**src/rtl/pme_pkg.sv**
```systemverilog
package pme_pkg;
  typedef enum logic [2:0] {
    SEL_NONE,
    SEL_CTRL,
    SEL_STS_A,
    SEL_EN_A,
    SEL_STS_B,
    SEL_EN_B
  } pme_sel_e;
endpackage

```
**src/rtl/pme_sticky_bank.sv**
```systemverilog
module pme_sticky_bank #(
  parameter int           W    = 8,
  parameter logic [W-1:0] LIVE = '1
) (
  input  logic         clk,
  input  logic         rst,
  input  logic [W-1:0] evt_i,
  input  logic [W-1:0] park_i,
  input  logic         wr_i,
  input  logic [W-1:0] wdata_i,
  output logic [W-1:0] q_o
);
  logic [W-1:0] clr_mask;

  always_comb clr_mask = wr_i ? wdata_i : '0;

  always_ff @(posedge clk) begin
    if (rst) q_o <= '0;
    else     q_o <= ((q_o & ~clr_mask) | evt_i) & LIVE & ~park_i;
  end

  for (genvar i = 0; i < W; i++) begin : g_chk
    if (LIVE[i]) begin : g_live

      evt_sets_chk: assert property (@(posedge clk) disable iff (rst)
        (evt_i[i] && !park_i[i]) |=> q_o[i]);

      w1c_chk: assert property (@(posedge clk) disable iff (rst)
        (wr_i && wdata_i[i] && !evt_i[i]) |=> !q_o[i]);

      w0_keep_chk: assert property (@(posedge clk) disable iff (rst)
        (q_o[i] && !(wr_i && wdata_i[i]) && !park_i[i]) |=> q_o[i]);

      park_clear_chk: assert property (@(posedge clk) disable iff (rst)
        park_i[i] |=> !q_o[i]);
    end
  end
endmodule

```
**src/rtl/pme_en_bank.sv**
```systemverilog
module pme_en_bank #(
  parameter int           W    = 8,
  parameter logic [W-1:0] LIVE = '1
) (
  input  logic         clk,
  input  logic         rst,
  input  logic         wr_i,
  input  logic [W-1:0] wdata_i,
  output logic [W-1:0] q_o
);
  always_ff @(posedge clk) begin
    if (rst)       q_o <= '0;
    else if (wr_i) q_o <= wdata_i & LIVE;
  end


  en_hold_chk: assert property (@(posedge clk) disable iff (rst)
    !wr_i |=> $stable(q_o));
endmodule

```
**src/rtl/pme_wake_gate.sv**
```systemverilog
module pme_wake_gate #(
  parameter int WA = 8,
  parameter int WB = 4
) (
  input  logic          clk,
  input  logic          rst,
  input  logic [WA-1:0] sts_a_i,
  input  logic [WA-1:0] en_a_i,
  input  logic [WB-1:0] sts_b_i,
  input  logic [WB-1:0] en_b_i,
  input  logic          gen_i,
  output logic          wake_n_o
);
  logic any_req;

  always_comb any_req = (|(sts_a_i & en_a_i)) | (|(sts_b_i & en_b_i));

  always_ff @(posedge clk) begin
    if (rst) wake_n_o <= 1'b1;
    else     wake_n_o <= ~(any_req & gen_i);
  end


  gen_off_release_chk: assert property (@(posedge clk) disable iff (rst)
    !gen_i |=> wake_n_o);

  no_enabled_src_chk: assert property (@(posedge clk) disable iff (rst)
    (en_a_i == '0 && en_b_i == '0) |=> wake_n_o);
endmodule

```
**src/rtl/pme_wake_ctrl.sv**
```systemverilog
module pme_wake_ctrl #(
  parameter int                ADDR_W    = 8,
  parameter int                DATA_W    = 8,
  parameter int                GRP_B_W   = 4,
  parameter logic [ADDR_W-1:0] OFF_CTRL  = 8'h07,
  parameter logic [ADDR_W-1:0] OFF_STS_B = 8'h08,
  parameter logic [ADDR_W-1:0] OFF_EN_A  = 8'h09,
  parameter logic [ADDR_W-1:0] OFF_STS_A = 8'h0A,
  parameter logic [ADDR_W-1:0] OFF_EN_B  = 8'h0C
) (
  input  logic               clk,
  input  logic               rst_stby,
  input  logic               rst_main,
  input  logic [ADDR_W-1:0]  addr,
  input  logic               wr_en,
  input  logic [DATA_W-1:0]  wr_data,
  output logic [DATA_W-1:0]  rd_data,
  input  logic [DATA_W-1:0]  evt_a,
  input  logic [GRP_B_W-1:0] evt_b,
  input  logic [1:0]         tach_mode,
  output logic               wake_n
);
  import pme_pkg::*;

  localparam logic [DATA_W-1:0]  LIVE_A = {{(DATA_W-1){1'b1}}, 1'b0};
  localparam logic [GRP_B_W-1:0] LIVE_B = '1;

  pme_sel_e           sel;
  logic [DATA_W-1:0]  sts_a, en_a, park_a, rd_nxt;
  logic [GRP_B_W-1:0] sts_b, en_b;
  logic               gen_q;
  logic               rst_any;

  always_comb rst_any = rst_stby | rst_main;

  always_comb begin
    if      (addr == OFF_CTRL)  sel = SEL_CTRL;
    else if (addr == OFF_STS_A) sel = SEL_STS_A;
    else if (addr == OFF_EN_A)  sel = SEL_EN_A;
    else if (addr == OFF_STS_B) sel = SEL_STS_B;
    else if (addr == OFF_EN_B)  sel = SEL_EN_B;
    else                        sel = SEL_NONE;
  end

  always_comb begin
    park_a = '0;
    park_a[DATA_W-1 -: 2] = ~{tach_mode[1], tach_mode[0]};
  end

  pme_sticky_bank #(.W(DATA_W), .LIVE(LIVE_A)) u_sts_a (
    .clk(clk), .rst(rst_stby), .evt_i(evt_a), .park_i(park_a),
    .wr_i(wr_en && sel == SEL_STS_A), .wdata_i(wr_data), .q_o(sts_a));

  pme_sticky_bank #(.W(GRP_B_W), .LIVE(LIVE_B)) u_sts_b (
    .clk(clk), .rst(rst_stby), .evt_i(evt_b), .park_i('0),
    .wr_i(wr_en && sel == SEL_STS_B), .wdata_i(wr_data[GRP_B_W-1:0]),
    .q_o(sts_b));

  pme_en_bank #(.W(DATA_W), .LIVE(LIVE_A)) u_en_a (
    .clk(clk), .rst(rst_stby), .wr_i(wr_en && sel == SEL_EN_A),
    .wdata_i(wr_data), .q_o(en_a));

  pme_en_bank #(.W(GRP_B_W), .LIVE(LIVE_B)) u_en_b (
    .clk(clk), .rst(rst_stby), .wr_i(wr_en && sel == SEL_EN_B),
    .wdata_i(wr_data[GRP_B_W-1:0]), .q_o(en_b));

  always_ff @(posedge clk) begin
    if (rst_any)                        gen_q <= 1'b0;
    else if (wr_en && sel == SEL_CTRL)  gen_q <= wr_data[0];
  end

  pme_wake_gate #(.WA(DATA_W), .WB(GRP_B_W)) u_gate (
    .clk(clk), .rst(rst_stby), .sts_a_i(sts_a), .en_a_i(en_a),
    .sts_b_i(sts_b), .en_b_i(en_b), .gen_i(gen_q), .wake_n_o(wake_n));

  always_comb begin
    rd_nxt = '0;
    case (sel)
      SEL_CTRL:  rd_nxt[0] = gen_q;
      SEL_STS_A: rd_nxt = sts_a;
      SEL_EN_A:  rd_nxt = en_a;
      SEL_STS_B: rd_nxt[GRP_B_W-1:0] = sts_b;
      SEL_EN_B:  rd_nxt[GRP_B_W-1:0] = en_b;
      default:   rd_nxt = '0;
    endcase
  end

  always_ff @(posedge clk) begin
    if (rst_any) rd_data <= '0;
    else         rd_data <= rd_nxt;
  end


  main_rst_gen_chk: assert property (@(posedge clk) disable iff (rst_stby)
    rst_main |=> (gen_q == 1'b0));

  unmapped_zero_chk: assert property (@(posedge clk) disable iff (rst_any)
    (sel == SEL_NONE) |=> (rd_data == '0));

  stby_release_chk: assert property (@(posedge clk)
    rst_stby |=> (wake_n && sts_a == '0 && en_b == '0));
endmodule

```
**config.mk**
```make
export PLATFORM = sky130hd
export DESIGN_NAME = pme_wake_ctrl
export DESIGN_NICKNAME = d
export VERILOG_FILES = /design/src/rtl/pme_pkg.sv /design/src/rtl/pme_sticky_bank.sv /design/src/rtl/pme_en_bank.sv /design/src/rtl/pme_wake_gate.sv /design/src/rtl/pme_wake_ctrl.sv
export SDC_FILE = /design/constraint.sdc
export NUM_CORES = 1
export LEC_CHECK = 0
export ABC_CLOCK_PERIOD_IN_PS = 2800
export BUFFER_PORTS_ARGS = -buffer_cell sky130_fd_sc_hd__buf_4
export CAP_MARGIN = 20
export CELL_PAD_IN_SITES_DETAIL_PLACEMENT = 0
export CELL_PAD_IN_SITES_GLOBAL_PLACEMENT = 1
export CORE_ASPECT_RATIO = 0.6
export CORE_UTILIZATION = 40
export DETAILED_ROUTE_END_ITERATION = 6
export GPL_ROUTABILITY_DRIVEN = 1
export PLACE_DENSITY_LB_ADDON = 0.1
export SYNTH_ARGS = -nofsm -noshare
export SYNTH_HDL_FRONTEND = slang
export SYNTH_SLANG_ARGS = --single-unit
```
**constraint.sdc**
```tcl
create_clock -name clk -period 2.8 [get_ports clk]
set_clock_uncertainty 0.05 [all_clocks]
set_input_delay 0.28 -clock clk [delete_from_list [all_inputs] [get_ports clk]]
set_output_delay 0.28 -clock clk [all_outputs]
set_load 0.1 [all_outputs]
```
Word level (Yosys, flattened, before mapping)
Index checks and enable logic that the tools add are counted.

word-level totals
  output and inout bits = 9
  bits in registers = 33

operators by class
  equality and inequality tests = 10
  reductions and logical operators = 7
  bitwise operators = 15
  multiplexer cells = 10

operators with widths
  kind                  number
  $eq A8 B4 Y1 const B  4
  $and A8 B8 Y8         3
  $not A8 Y8            2
  $mux W3               5
  $pmux W3 S4           1
  $and A4 B4 Y4         2
  $eq A8 B3 Y1 const B  1
  $mux W8               1
  $or A8 B8 Y8          1
  $pmux W4 S2           1
  $reduce_or A8 Y1      1
  $eq A3 B2 Y1 const B  2
  $eq A3 B3 Y1 const B  2
  $logic_and A1 B1 Y1   5
  $mux W4               1
  $not A4 Y4            1
  $or A4 B4 Y4          1
  $pmux W1 S4           1
  $reduce_or A4 Y1      1
  $eq A3 B1 Y1 const B  1
  $not A2 Y2            1
  $or A1 B1 Y1          2
  $and A1 B1 Y1         1
  $not A1 Y1            1

Depth between registers and ports, before layout
  depth in word-level cells = 13
  gate-level depth with buffers = 5
  depth with buffers taken out = 3

Modules after synthesis
A second synthesis with hierarchy kept.

unflattened totals
  cell total of the unflattened synthesis = 161
  area total of the unflattened synthesis = 1,520.2 µm²

by module, submodules not included
  module                     area each (µm²)  cells each  seq. area each (µm²)  times used
  pme_wake_ctrl              576.8            69          180.2                 1
  pme_sticky_bank (u_sts_a)  282.8            30          140.1                 1
  pme_en_bank (u_en_a)       259.0            24          140.1                 1
  pme_sticky_bank (u_sts_b)  155.1            16          80.1                  1
  pme_en_bank (u_en_b)       140.1            13          80.1                  1
  pme_wake_gate              106.4            9           20.0                  1

Worst setup path before layout
No wires, ideal clock.

  path type = input port to flip-flop
  from = input port addr[7]
  to = register u_en_a.q_o[3]
  cell stages on the path = 4
  path buffers = 1
  data arrival time = 1.304 ns
  setup slack = 1.314 ns
  cells stage by stage = or4_4 buf_6 o311ai_1 o41ai_1

between the ends
  word-level cells in the longest chain between the ends = 8
  elaborated cells on any way between the ends = 12

RTL lines
  what                    line                 text
  start: declaration      pme_wake_ctrl.sv:14  input logic [ADDR_W-1:0] addr,
  $eq A8 B4 Y1            pme_wake_ctrl.sv:41  else if (addr == OFF_EN_B) sel = SEL_EN_B;
  $mux W3                 pme_wake_ctrl.sv:41
  $mux W3                 pme_wake_ctrl.sv:40  else if (addr == OFF_STS_B) sel = SEL_STS_B;
  $mux W3                 pme_wake_ctrl.sv:39  else if (addr == OFF_EN_A) sel = SEL_EN_A;
  $mux W3                 pme_wake_ctrl.sv:38  else if (addr == OFF_STS_A) sel = SEL_STS_A;
  $mux W3 *               pme_wake_ctrl.sv:37  if (addr == OFF_CTRL) sel = SEL_CTRL;
  $eq A3 B2 Y1 *          pme_wake_ctrl.sv:60  .clk(clk), .rst(rst_stby), .wr_i(wr_en && sel == SEL_EN_A),
  $logic_and A1 B1 Y1 *   pme_wake_ctrl.sv:60
  end signal: assignment  pme_en_bank.sv:13    else if (wr_i) q_o <= wdata_i & LIVE;
  end: declaration        pme_en_bank.sv:9     output logic [W-1:0] q_o

Mark *: on every way between the ends. The rest lies on a longest branch, timed or not.
A chain may end at the register's enable or synchronous reset.

Worst setup path after layout
  from = input port addr[7]
  to = register u_en_b.q_o[0]

between the ends
  word-level cells in the longest chain between the ends = 8
  elaborated cells on any way between the ends = 12

RTL lines
  what                    line                 text
  $eq A8 B4 Y1            pme_wake_ctrl.sv:41
  $mux W3                 pme_wake_ctrl.sv:41
  $mux W3                 pme_wake_ctrl.sv:40
  $mux W3                 pme_wake_ctrl.sv:39
  $mux W3                 pme_wake_ctrl.sv:38
  $mux W3 *               pme_wake_ctrl.sv:37
  $eq A3 B3 Y1 *          pme_wake_ctrl.sv:64  .clk(clk), .rst(rst_stby), .wr_i(wr_en && sel == SEL_EN_B),
  $logic_and A1 B1 Y1 *   pme_wake_ctrl.sv:64
  end signal: assignment  pme_en_bank.sv:13
  end: declaration        pme_en_bank.sv:9

Marked as above.

==> run metrics <==
status finished clean; delay-heaviest family, CP simple AND/OR/NAND/NOR gates; final count of negative-setup-slack endpoints 0; max_cap viols 0; clock root buffer clkbuf_8; Initial Util 0.4375; asr flop ratio synth 0; Synth Area in Compound Gates 0.2840; area share of fa/ha/maj cells after synthesis 0; Cell Rows 16; Slowest Stage Delay on Critical Path 0.64 ns; Die H 49.26 um; drt total wl 4219 um; # diodes 0; Mapped Area 1489 um2; Tightest Hold Check Type input port to register; sequential share of the synthesized area 0.4303; Via density 5.976; DRT iter0 DRCs 158; CP max stage cell nor4_4; post-CTS setup buffer count 0; GRT overflow 0; routed vias 1,464; Yosys warnings 0; Netlist cell types 34; cell internal pwr 0.0006880 W; clock slew seen by the registers of the worst setup and hold paths 0.06 ns; DIE AREA 3978 um2; Fillers 336; Critical Path Sink Type register; DRC Markers 0; worst path cell trace buf_4 -> nor4_4 -> nand4_1 -> mux2i_1; area of the multi-input gates 745.7 um2; drt wl/cell 17.22 um; RSZ-0062 raised after global routing no; WP data arrival 1.71 ns; VDD IR max 0.0002237 V; Critical Path Source Type input port; simple-gate share of the synthesized area 0.1529; Power per Cell Area 487.9 nW/um2; DP HPWL 3148 um; share of cells above drive strength 1 0.2750; P_sw 0.0002350 W; Non-Filler Cell Area, Final 1892 um2; CP bufs+invs 1; Chip Width 80.77 um; Rel. slew slack 0.4971; flops & latches, synth 32; initial antenna violation count 0; Slew Viols, Final 0; CTS tree done; combinational power share 0.122; Area after DPL 1814 um2; GPL Wtd Cong 0.8312; port bufs 41; Ports 43; minimum clock period 1.592 ns; Sw Share 0.2546; crit share post-route 0.5687; NumNets Final 234; CTS Buf Count 5; clk buf depth 2; htree depth 2; antenna viol nets, final 0; core box area 3403 um2; Seq pwr share 0.516; static leakage 0.7671 nW; worst path required time 2.91 ns; first-pass GRT wire length 6748 um; final hold violations 0; vias in the first global route 1,369; xor and xnor fraction of the mapped netlist area 0; CTS Hold Bufs 0; clock share of power 0.362; Total GRT Usage 0.2324; Syn-to-layout area delta 27.06%; EDFF count, synth 0; critical path fanouts, max 11; r2r setup slk 1.68 ns; fmax 628.0 MHz; worst skew pair latency 0.29 ns; Num Clock Sinks 32; syn_nets 195; setup tns final 0 ns; Reg area 640.6 um2; DRT Pass-1 Iters 5; post-CTS sizing 0; largest net degree at the start of global routing 24; largest family of logic cells by synthesized area compound AO/OA/AOI/OAI gates; Setup Crit Path Kind input port to register; mux cell area share after synthesis 0.06387; Worst-Margin Slew 0.7536 ns; Mapped Cells 161; Syn Area/Cell 9.248 um2; most used flip-flop cell after synthesis dfxtp_1
per-stage QoR:
step / setup slack (ns) / instances / utilization / power, W / hold slack [ns]
finish: 1.208 / 245 / 0.5559 / 0.0009230 / 0.1169
global placement: 0.9292 / 238 / 0.5331 / 0.0005939 / 0.3961
global route: 1.106 / 245 / 0.5559 / 0.0009620 / 0.1082
floorplan: 1.314 / 161 / - / 0.0005369 / 0.2991
CTS: 1.216 / 245 / 0.5559 / 0.0009269 / 0.1115
detailed placement: 0.9099 / 238 / 0.5331 / 0.0005972 / 0.3957
path summary, 6_finish.rpt:
| check | from | to | cells past startpoint |
|---|---|---|---|
| max | addr[7] | u_en_b.q_o[0]$_SDFFE_PP0P_ | 4 |
| min | rst_main | rd_data[0]$_SDFF_PP0_ | 2 |
| min reg2reg | gen_q$_SDFFE_PP0P_ | u_gate.wake_n_o$_SDFF_PP1_ | 1 |
| max reg2reg | u_sts_a.q_o[7]$_SDFF_PP0_ | u_gate.wake_n_o$_SDFF_PP1_ | 3 |
Yosys cell counts (all sizes together), types with 5 or more instances:
library cell	instances	share of area
a21oi	8	0.027
a22oi	8	0.040
a41oi	11	0.065
buf	6	0.024
clkbuf	5	0.013
dfxtp	32	0.43
inv	13	0.033
mux2i	5	0.034
nand2	14	0.035
nand4	6	0.025
nor2	7	0.018
o21a	9	0.045
state kept, by name (all words and copies together) (netlist names):
signal	cells
u_en_b.q_o	4
u_sts_a.q_o	7
u_gate.wake_n_o	1
u_en_a.q_o	7
rd_data	8
gen_q	1
u_sts_b.q_o	4
cell families (layout without fill, tap and decap cells):
logic type      count (synthesis)  after routing
simple gates                   41             41
compound gates                 55             55
flops                          32             32
mux                             9              9
buf+inv                        24             63
power groups by stage:
stage | Sequential (W) | Combinational, W | Clock (W)
4_1_cts | 0.000476 | 0.000111 | 0.000339
5_1_grt | 0.000477 | 0.000122 | 0.000362
3_3_place_gp | 0.000486 | 0.000108 | 0
3_5_place_dp | 0.000486 | 0.000111 | 0
2_1_floorplan | 0.000483 | 0.0000544 | 0
6_report | 0.000476 | 0.000113 | 0.000334
metal layers:
layer  vias to the layer above  track usage  wire length [um]
met5                         -            0                 0
met4                         0      0.08631                53
met3                        10      0.06729               444
met2                        76       0.3150              1762
met1                       683       0.3414              1958
li1                        695            -                 -
placed cells by master, fill, tap and decap left out, types with 2 or more instances in the layout:
master,count
a21oi_1,8
a22oi_1,8
a32oi_1,4
a41oi_1,11
buf_4,43
clkbuf_8,5
dfxtp_1,32
inv_1,13
mux2_2,4
mux2i_1,5
nand2_1,14
nand3_1,3
nand4_1,6
nor2_1,7
nor2b_1,2
o211ai_1,3
o21a_1,9
o311ai_0,2
o31ai_1,4
o41ai_1,3
layout make-up:
| type | count | share of cell area |
|---|---|---|
| Multi-Input combinational cell | 105 | 0.3942 |
| Sequential cell | 32 | 0.3386 |
| Timing Repair Buffer | 43 | 0.1706 |
| Clock buffer | 6 | 0.03836 |
| Tap cell | 45 | 0.02976 |
| Inverter | 13 | 0.02579 |
| Clock inverter | 1 | 0.002646 |
Note: power is estimated with default switching activity, not from simulation.
